**src/rtl/cmg_pkg.sv**
```systemverilog
package cmg_pkg;
  localparam int ADDR_W = 32;
  localparam int MEM_W  = 30;
  localparam int OFS_W  = 4;
  localparam int LINE_W = MEM_W - OFS_W;

  typedef enum logic [1:0] {
    CM_INHIBIT  = 2'd0,
    CM_COPYBACK = 2'd1,
    CM_WRTHRU   = 2'd2
  } cmode_e;

  // Processor address bit that feeds mirrored bit i once the two
  // selector positions a and b are skipped.
  function automatic int src_bit(input int i, input int a, input int b);
    int lo;
    int hi;
    int j;
    lo = (a < b) ? a : b;
    hi = (a < b) ? b : a;
    j  = i;
    if (j >= lo) j = j + 1;
    if (j >= hi) j = j + 1;
    return j;
  endfunction
endpackage

```
**src/rtl/cmg_decode.sv**
```systemverilog
module cmg_decode
  import cmg_pkg::*;
#(
  parameter int MODE_BIT_A = 31,
  parameter int MODE_BIT_B = 30
) (
  input  logic [ADDR_W-1:0] addr,
  output cmode_e            mode,
  output logic [MEM_W-1:0]  mem_addr
);
  always_comb begin
    case ({addr[MODE_BIT_A], addr[MODE_BIT_B]})
      2'b00:   mode = CM_INHIBIT;
      2'b01:   mode = CM_COPYBACK;
      default: mode = CM_WRTHRU;
    endcase
  end

  for (genvar i = 0; i < MEM_W; i++) begin : g_mirror
    assign mem_addr[i] = addr[src_bit(i, MODE_BIT_A, MODE_BIT_B)];
  end
endmodule

```
**src/rtl/cmg_table.sv**
```systemverilog
module cmg_table
  import cmg_pkg::*;
#(
  parameter int ENTRIES = 16,
  parameter int IDX_W   = $clog2(ENTRIES),
  parameter int TAG_W   = LINE_W - IDX_W
) (
  input  logic             clk,
  input  logic             rst,
  input  logic [IDX_W-1:0] acc_idx,
  output logic             acc_vld,
  output logic [TAG_W-1:0] acc_tag,
  output cmode_e           acc_mode,
  input  logic [IDX_W-1:0] mnt_idx,
  output logic             mnt_vld,
  output logic [TAG_W-1:0] mnt_tag,
  input  logic             set_en,
  input  logic [IDX_W-1:0] set_idx,
  input  logic [TAG_W-1:0] set_tag,
  input  cmode_e           set_mode,
  input  logic             clr_en,
  input  logic [IDX_W-1:0] clr_idx
);
  logic [ENTRIES-1:0] valid_q;
  logic [TAG_W-1:0]   tag_mem  [ENTRIES];
  cmode_e             mode_mem [ENTRIES];

  // Valid bits are separate flops so that reset clears them; the
  // tag and mode arrays stay reset-free.
  always_ff @(posedge clk) begin
    if (rst) begin
      valid_q <= '0;
    end else begin
      if (clr_en) valid_q[clr_idx] <= 1'b0;
      if (set_en) valid_q[set_idx] <= 1'b1;
    end
  end

  always_ff @(posedge clk) begin
    if (set_en) begin
      tag_mem[set_idx]  <= set_tag;
      mode_mem[set_idx] <= set_mode;
    end
  end

  assign acc_vld  = valid_q[acc_idx];
  assign acc_tag  = tag_mem[acc_idx];
  assign acc_mode = mode_mem[acc_idx];
  assign mnt_vld  = valid_q[mnt_idx];
  assign mnt_tag  = tag_mem[mnt_idx];
endmodule

```
**src/rtl/cmg_policy.sv**
```systemverilog
module cmg_policy
  import cmg_pkg::*;
#(
  parameter int TAG_W = 22
) (
  input  logic             acc_valid,
  input  cmode_e           acc_mode,
  input  logic [TAG_W-1:0] acc_tag,
  input  logic             rec_vld,
  input  logic [TAG_W-1:0] rec_tag,
  input  cmode_e           rec_mode,
  input  logic             maint_same,
  output logic             viol_next,
  output logic             record
);
  logic hit;
  logic mixed;

  always_comb begin
    hit       = rec_vld && (rec_tag == acc_tag);
    mixed     = (acc_mode == CM_INHIBIT) && (rec_mode != CM_INHIBIT);
    viol_next = acc_valid && !maint_same && hit && mixed;
    record    = acc_valid && !maint_same && !viol_next;
  end
endmodule

```
**src/rtl/cmode_line_guard.sv**
```systemverilog
module cmode_line_guard
  import cmg_pkg::*;
#(
  parameter int MODE_BIT_A = 31,
  parameter int MODE_BIT_B = 30,
  parameter int ENTRIES    = 16
) (
  input  logic              clk,
  input  logic              rst,
  input  logic              acc_valid,
  input  logic [31:0]       acc_addr,
  input  logic              maint_valid,
  input  logic [25:0]       maint_line,
  output cmode_e            mode_o,
  output logic [29:0]       mem_addr_o,
  output logic              viol_o
);
  localparam int IDX_W = $clog2(ENTRIES);
  localparam int TAG_W = LINE_W - IDX_W;

  if (MODE_BIT_A == MODE_BIT_B || MODE_BIT_A < 24 || MODE_BIT_A > 31 ||
      MODE_BIT_B < 24 || MODE_BIT_B > 31) begin : g_bad_sel
    $error("mode selector bits must be distinct and within 31..24");
  end

  logic [LINE_W-1:0] acc_line;
  logic [IDX_W-1:0]  acc_idx, mnt_idx;
  logic [TAG_W-1:0]  acc_tag, mnt_tag_in;
  logic              rec_vld, mnt_vld;
  logic [TAG_W-1:0]  rec_tag, mnt_tag;
  cmode_e            rec_mode;
  logic              maint_same, maint_hit;
  logic              viol_next, record;
  logic              viol_q;

  cmg_decode #(.MODE_BIT_A(MODE_BIT_A), .MODE_BIT_B(MODE_BIT_B)) u_dec (
    .addr     (acc_addr),
    .mode     (mode_o),
    .mem_addr (mem_addr_o)
  );

  assign acc_line   = mem_addr_o[MEM_W-1:OFS_W];
  assign acc_idx    = acc_line[IDX_W-1:0];
  assign acc_tag    = acc_line[LINE_W-1:IDX_W];
  assign mnt_idx    = maint_line[IDX_W-1:0];
  assign mnt_tag_in = maint_line[LINE_W-1:IDX_W];
  assign maint_same = maint_valid && acc_valid && (maint_line == acc_line);
  assign maint_hit  = maint_valid && mnt_vld && (mnt_tag == mnt_tag_in);

  cmg_table #(.ENTRIES(ENTRIES), .IDX_W(IDX_W), .TAG_W(TAG_W)) u_tab (
    .clk      (clk),
    .rst      (rst),
    .acc_idx  (acc_idx),
    .acc_vld  (rec_vld),
    .acc_tag  (rec_tag),
    .acc_mode (rec_mode),
    .mnt_idx  (mnt_idx),
    .mnt_vld  (mnt_vld),
    .mnt_tag  (mnt_tag),
    .set_en   (record),
    .set_idx  (acc_idx),
    .set_tag  (acc_tag),
    .set_mode (mode_o),
    .clr_en   (maint_hit),
    .clr_idx  (mnt_idx)
  );

  cmg_policy #(.TAG_W(TAG_W)) u_pol (
    .acc_valid  (acc_valid),
    .acc_mode   (mode_o),
    .acc_tag    (acc_tag),
    .rec_vld    (rec_vld),
    .rec_tag    (rec_tag),
    .rec_mode   (rec_mode),
    .maint_same (maint_same),
    .viol_next  (viol_next),
    .record     (record)
  );

  always_ff @(posedge clk) begin
    if (rst) viol_q <= 1'b0;
    else     viol_q <= viol_next;
  end

  assign viol_o = viol_q;
endmodule

```
**config.mk**
```make
export PLATFORM = sky130hd
export DESIGN_NAME = cmode_line_guard
export DESIGN_NICKNAME = d
export VERILOG_FILES = /design/src/rtl/cmg_pkg.sv /design/src/rtl/cmg_decode.sv /design/src/rtl/cmg_table.sv /design/src/rtl/cmg_policy.sv /design/src/rtl/cmode_line_guard.sv
export SDC_FILE = /design/constraint.sdc
export NUM_CORES = 1
export LEC_CHECK = 0
export BUFFER_PORTS_ARGS = -buffer_cell sky130_fd_sc_hd__clkbuf_2
export CAP_MARGIN = 5
export CORE_MARGIN = 5
export CORE_UTILIZATION = 39
export CTS_BUF_LIST = sky130_fd_sc_hd__clkbuf_8 sky130_fd_sc_hd__clkbuf_16
export CTS_CLUSTER_DIAMETER = 150
export DETAILED_ROUTE_END_ITERATION = 8
export PLACE_DENSITY = 0.55
export SYNTH_ARGS = -nofsm -noshare
export SYNTH_HDL_FRONTEND = slang
export SYNTH_SLANG_ARGS = --single-unit
```
**constraint.sdc**
```tcl
create_clock -name clk -period 4 [get_ports clk]
set_input_delay 0.6 -clock clk [delete_from_list [all_inputs] [get_ports clk]]
set_output_delay 0.6 -clock clk [all_outputs]
set_load 0.05 [all_outputs]
```
Yosys cells after proc, flatten, opt, wreduce, memory -nomap -nowiden
Memory sizes are Yosys's and may differ from the RTL's. Index checks and enable logic that the tools add are counted.

Flip-flop bits (word level): 17. RAM bits: 384. Input port bits: 62. Output and inout port bits: 33. Word-level logic and storage cells: 46. Memories kept: 2.

Order comparisons: 4. Equal/unequal tests: 4. Mux-type cells: 14. Bitwise gates (word level): 3. Reduce and logical (&&, ||, !) cells: 17.

Memories: u_tab.tag_mem (depth 16, bits a word 22, rd ports 2, clocked after memory_dff 0, wr ports 1, line cmg_table.sv:25) `logic [TAG_W-1:0] tag_mem [ENTRIES];`; u_tab.mode_mem (depth 16, bits a word 2, rd ports 1, clocked after memory_dff 0, wr ports 1, line cmg_table.sv:26) `cmode_e mode_mem [ENTRIES];`.

Operator list (count): 2-to-1 mux 16 bit (3); == test 22 bit (2); == test 26 bit (1); AND 16 bit (1); NOT 16 bit (1); bitwise OR 16 bit (1); logical AND 1 bit (12); < comparator 4 x 5 -> 1 bit (second input constant) (2); binary-select mux 1 bit (select 4 bit) (2); demux 1 bit (select 4 bit) (2); greater-or-equal comparator 4 x 1 -> 1 bit (second input constant) (2); 2-to-1 mux 1 bit (6); logical NOT 2 bit (2); case mux 2 bit (2 select lines) (1); == test 2 x 1 -> 1 bit (second input constant) (1); logical NOT 1 bit (2); nonzero test 2 bit (1).

Logic depth before layout (Yosys ltp)
Depth in word-level cells: 10. Mapped depth: 15. Gate-level depth less buffers: 9.

Modules after synthesis
Synthesis repeated with hierarchy kept, for this count alone.

Cell total of the unflattened synthesis: 1025. Area total of the unflattened synthesis: 18975.7 um2.

By module, submodules not included: cmg_table (instances 1, cells each 891, area each 17904.7 um2, seq. area each 11851.4 um2); cmode_line_guard (instances 1, cells each 68, area each 561.8 um2, seq. area each 20.0 um2); cmg_policy (instances 1, cells each 34, area each 274.0 um2, seq. area each 0.0 um2); cmg_decode (instances 1, cells each 32, area each 235.2 um2, seq. area each 0.0 um2).

Worst setup path after synthesis
No wires, ideal clock.

Path type: input port to flip-flop. From: in acc_addr[5]. To: mem u_tab.mode_mem[11][0] (netlist bit), enable pin. Setup time: 0.379 ns. Data arrival time: 3.451 ns. Required time: 3.621 ns. Path slack: 0.170 ns. Stages on the path: 13. Buffers on the path: 5. Path through: buf_6 -> buf_6 -> buf_6 -> buf_4 -> mux4_2 -> mux4_2 -> xnor2_1 -> o21ai_0 -> nor4_1 -> and4bb_2 -> buf_2 -> or2_2 -> inv_1.

Word-level cells in the longest chain between the ends: 10. Elaborated cells between the ends (all ways): 18. Those cells by class: eq/ne (2); mux (4); reduce/logical (10); memory (2).

RTL lines: from (decl) (line cmode_line_guard.sv:11) `input logic [31:0] acc_addr,`; parallel branches: the longest is 10 deep, another holds memory read (16 x 22 bit); to (decl) (line cmg_table.sv:26).

Several ways; the timed one is not identified. The select of a mux whose other input is x is not followed.

==> impl_metrics.env <==
export IMPL_postSynthAreaPerCell_um2=16.3
export IMPL_slowest_stage="mux4_2"
export IMPL_final_min_clock_period_ns=3.58
export IMPL_seqCellArea_um2=11900
export IMPL_routed_wl_um=68700
export IMPL_dieArea_um2=56600
export IMPL_cp_num_buf_inv=2
export IMPL_power_density_nw_per_um2=424
export IMPL_grt_use_total=0.240
export IMPL_hold_buffers=0
export IMPL_io_buffers=86
export IMPL_top_layer="met4"
export IMPL_gr_total_overflow=0
export IMPL_synth_edf_count=384
export IMPL_status="finished clean"
export IMPL_yosysUniqueCellTypes=68
export IMPL_clock_sinks=401
export IMPL_finClkSkew_ns=0.0140
export IMPL_drv_slew=0
export IMPL_synth_top_cell_area_share=0.569
export IMPL_initial_core_util=0.394
export IMPL_vias=13100
export IMPL_clockBufferDepth=3
export IMPL_synth_fp_nets=1307
export IMPL_yosys_warnings=0
export IMPL_crit_cells=11
export IMPL_synth_cells=1245
export IMPL_cp_slowest_stage_delay_ns=0.49
export IMPL_wl_met2_um=32200
export IMPL_wl_met1_um=28000
export IMPL_core_area_um2=51400
export IMPL_avgViaCountPerCell=6.00
export IMPL_path_class="register to register"
export IMPL_antenna_found_initial=0
export IMPL_fillers=4398
export IMPL_yosysTopAreaCell="edfxtp_1"
export IMPL_finalNetCount=1531
export IMPL_cts_clk_slew_worst_paths_ns=0.06
export IMPL_r2r_cells=11
export IMPL_cp_end_kind="register"
export IMPL_final_cell_area_um2=24500
export IMPL_grt_pass1_wl_um=97600
export IMPL_fin_util=0.476
export IMPL_ant_nets=0
export IMPL_layout_commonest_cell="edfxtp_1"
export IMPL_leakage_uw=0.00855
export IMPL_synthToLayoutAreaGrowth_pct=20.8
export IMPL_gp_congestion=1.01
export IMPL_critPathLaunchType="register"
export IMPL_crit_arrival_ns=4.02
export IMPL_synth_area_um2=20300
export IMPL_drtPass1Iterations=6
export IMPL_cts_made_buffers=45
export IMPL_synth_area_top_cells="edfxtp_1 57%, mux4_2 16%, mux2i_1 5.0%"
export IMPL_worstSetupEndpoint="u_tab.valid_q[12]$_SDFF_PP0_"
export IMPL_hp_class="input port to register"
export IMPL_clock_latency_ns=0.58
export IMPL_ys_ff_latch=401
export IMPL_dr_wl_met3_um=5960
export IMPL_drc=0
export IMPL_finalHoldViolCount=0
export IMPL_cts_setup_buffers=0
export IMPL_maxCapViolations=0
export IMPL_synthArstFlopShare=0
export IMPL_setup_viol=0
export IMPL_tns_ns=0
export IMPL_worstMarginPinSlew_ns=0.673
export IMPL_cp_required_ns=4.44
export IMPL_ff2ff_setup_slack_ns=0.42
export IMPL_cts_tree="yes"
export IMPL_rows=83
export IMPL_cp_startpoint="u_tab.tag_mem[14][10]$_DFFE_PP_"
export IMPL_relSlewSlack=0.550
export IMPL_grt_max_degree=36
export IMPL_r2r_end="u_tab.valid_q[12]$_SDFF_PP0_"
export IMPL_critical_path_top_delay_family="compound AO/OA/AOI/OAI gates"
export IMPL_htreeDepth=2
export IMPL_peakVddDrop_mv=0.263
export IMPL_antennaDiodeCount=0
export IMPL_die_h_um=238
export IMPL_rsz0062_at_grt="no"
export IMPL_post_cts_resized=0
export IMPL_multi_input_area_um2=7580
export IMPL_clock_fmax_mhz=279
export IMPL_dp_hpwl_um=49500
export IMPL_die_x_um=238
export IMPL_grt_pass1_vias=13400
export IMPL_crit_chain="mux4_2 > mux2_2 > and3_1 > a311oi_1 > buf_4 > o2111ai_1 > nor4_2 > nand4_2 > buf_12 > o41ai_1 > a21oi_1"
export IMPL_crit_fanout=16
export IMPL_drt_iter0_markers=1392
export IMPL_place_area_um2=22900
export IMPL_final_cell_mix="384 x edfxtp_1, 162 x buf_4, 148 x mux4_2"
export IMPL_r2r_start="u_tab.tag_mem[14][10]$_DFFE_PP_"
export IMPL_ys_flop_type="edfxtp_1"
export IMPL_root_buffer="clkbuf_16"
export IMPL_ios=95
export IMPL_min_period_over_period=0.896
export IMPL_drive_gt1_frac=0.368
export IMPL_ys_seq_area_frac=0.586
export IMPL_wl_per_cell_um=31.5
layer usage:
layer / vias to the layer above / GRT usage
li1: 5538 / -
met3: 118 / 0.0614
met1: 6807 / 0.321
met4: 0 / 0.0843
met5: - / 0
met2: 629 / 0.384
worst reg2reg max path, stage by stage (launching register included):
cell and delay, ns:
edfxtp_1 0.41, mux4_2 0.49, mux2_2 0.30, and3_1 0.25, a311oi_1 0.23, buf_4 0.16
o2111ai_1 0.20, nor4_2 0.36, nand4_2 0.18, buf_12 0.21, o41ai_1 0.47, a21oi_1 0.18
flip-flops by register name, indices dropped and copies added (netlist names):
| signal | flops |
|---|---|
| u_tab.mode_mem | 32 |
| u_tab.tag_mem | 352 |
| u_tab.valid_q | 16 |
| viol_o | 1 |
how the worst min path moves through the flow:
stage                                            start                        endpoint  depth (start not counted)
after floorplan            u_tab.valid_q[8]$_SDFF_PP0_     u_tab.valid_q[8]$_SDFF_PP0_                          2
after global placement    u_tab.valid_q[13]$_SDFF_PP0_    u_tab.valid_q[13]$_SDFF_PP0_                          2
after detailed placement   u_tab.valid_q[3]$_SDFF_PP0_     u_tab.valid_q[3]$_SDFF_PP0_                          2
after CTS                                 acc_addr[15]   u_tab.tag_mem[8][7]$_DFFE_PP_                          1
after global routing                      acc_addr[15]  u_tab.tag_mem[10][7]$_DFFE_PP_                          1
final                                     acc_addr[15]   u_tab.tag_mem[8][7]$_DFFE_PP_                          1
synthesized netlist by cell type (8+ instances only):
cell	count
a221oi_1	11
nor2_1	27
a21oi_1	30
nand2_1	32
nor3_1	10
nand4_1	10
a31oi_1	9
o41ai_1	14
xnor2_1	51
nand3_1	14
or3_1	13
o22ai_1	20
edfxtp_1	384
buf_2	34
nor2b_1	16
dfxtp_1	17
buf_4	46
clkbuf_1	16
o21ai_0	9
mux4_2	148
xor2_1	22
inv_1	32
a211oi_1	8
mux2i_1	102
or2_2	12
mux2_2	33
a22oi_1	22
where the power goes:
group          internal (µW)  switching (µW)
clock network           2650            1710
logic                    539             753
registers               4690            39.0
total                   7880            2500
area by class of cell:
class	count	share of cell area
clock buffer	46	0.0466
clock inverter	35	0.0172
inverter	34	0.00522
multi-input combinational	701	0.310
sequential	401	0.485
tap	680	0.0348
timing repair buffer	286	0.101
metrics by stage:
stage | setup slack (ns) | total power (µW) | cells | hold WS (ns)
6_report | 0.415 | 10400 | 2183 | 0.358
4_1_cts | 0.485 | 10400 | 2183 | 0.354
2_1_floorplan | 0.170 | 5530 | 1245 | 0.446
3_5_place_dp | -0.0969 | 6100 | 2102 | 0.475
5_1_grt | 0.256 | 10700 | 2183 | 0.359
3_3_place_gp | -0.102 | 6090 | 2102 | 0.474
logic make-up (layout without fill, tap and decap cells):
group / Yosys count / after routing / share of synthesized area
DFF: 401 / 401 / 0.586
xor gates and xnor gates: 73 / 73 / 0.0316
muxes: 283 / 283 / 0.233
and+or+nand+nor: 172 / 172 / 0.0461
buffers and inverters: 143 / 401 / 0.0397
AOI/OAI and AO/OA: 173 / 173 / 0.0632
Note: power is estimated with default switching activity, not from simulation.
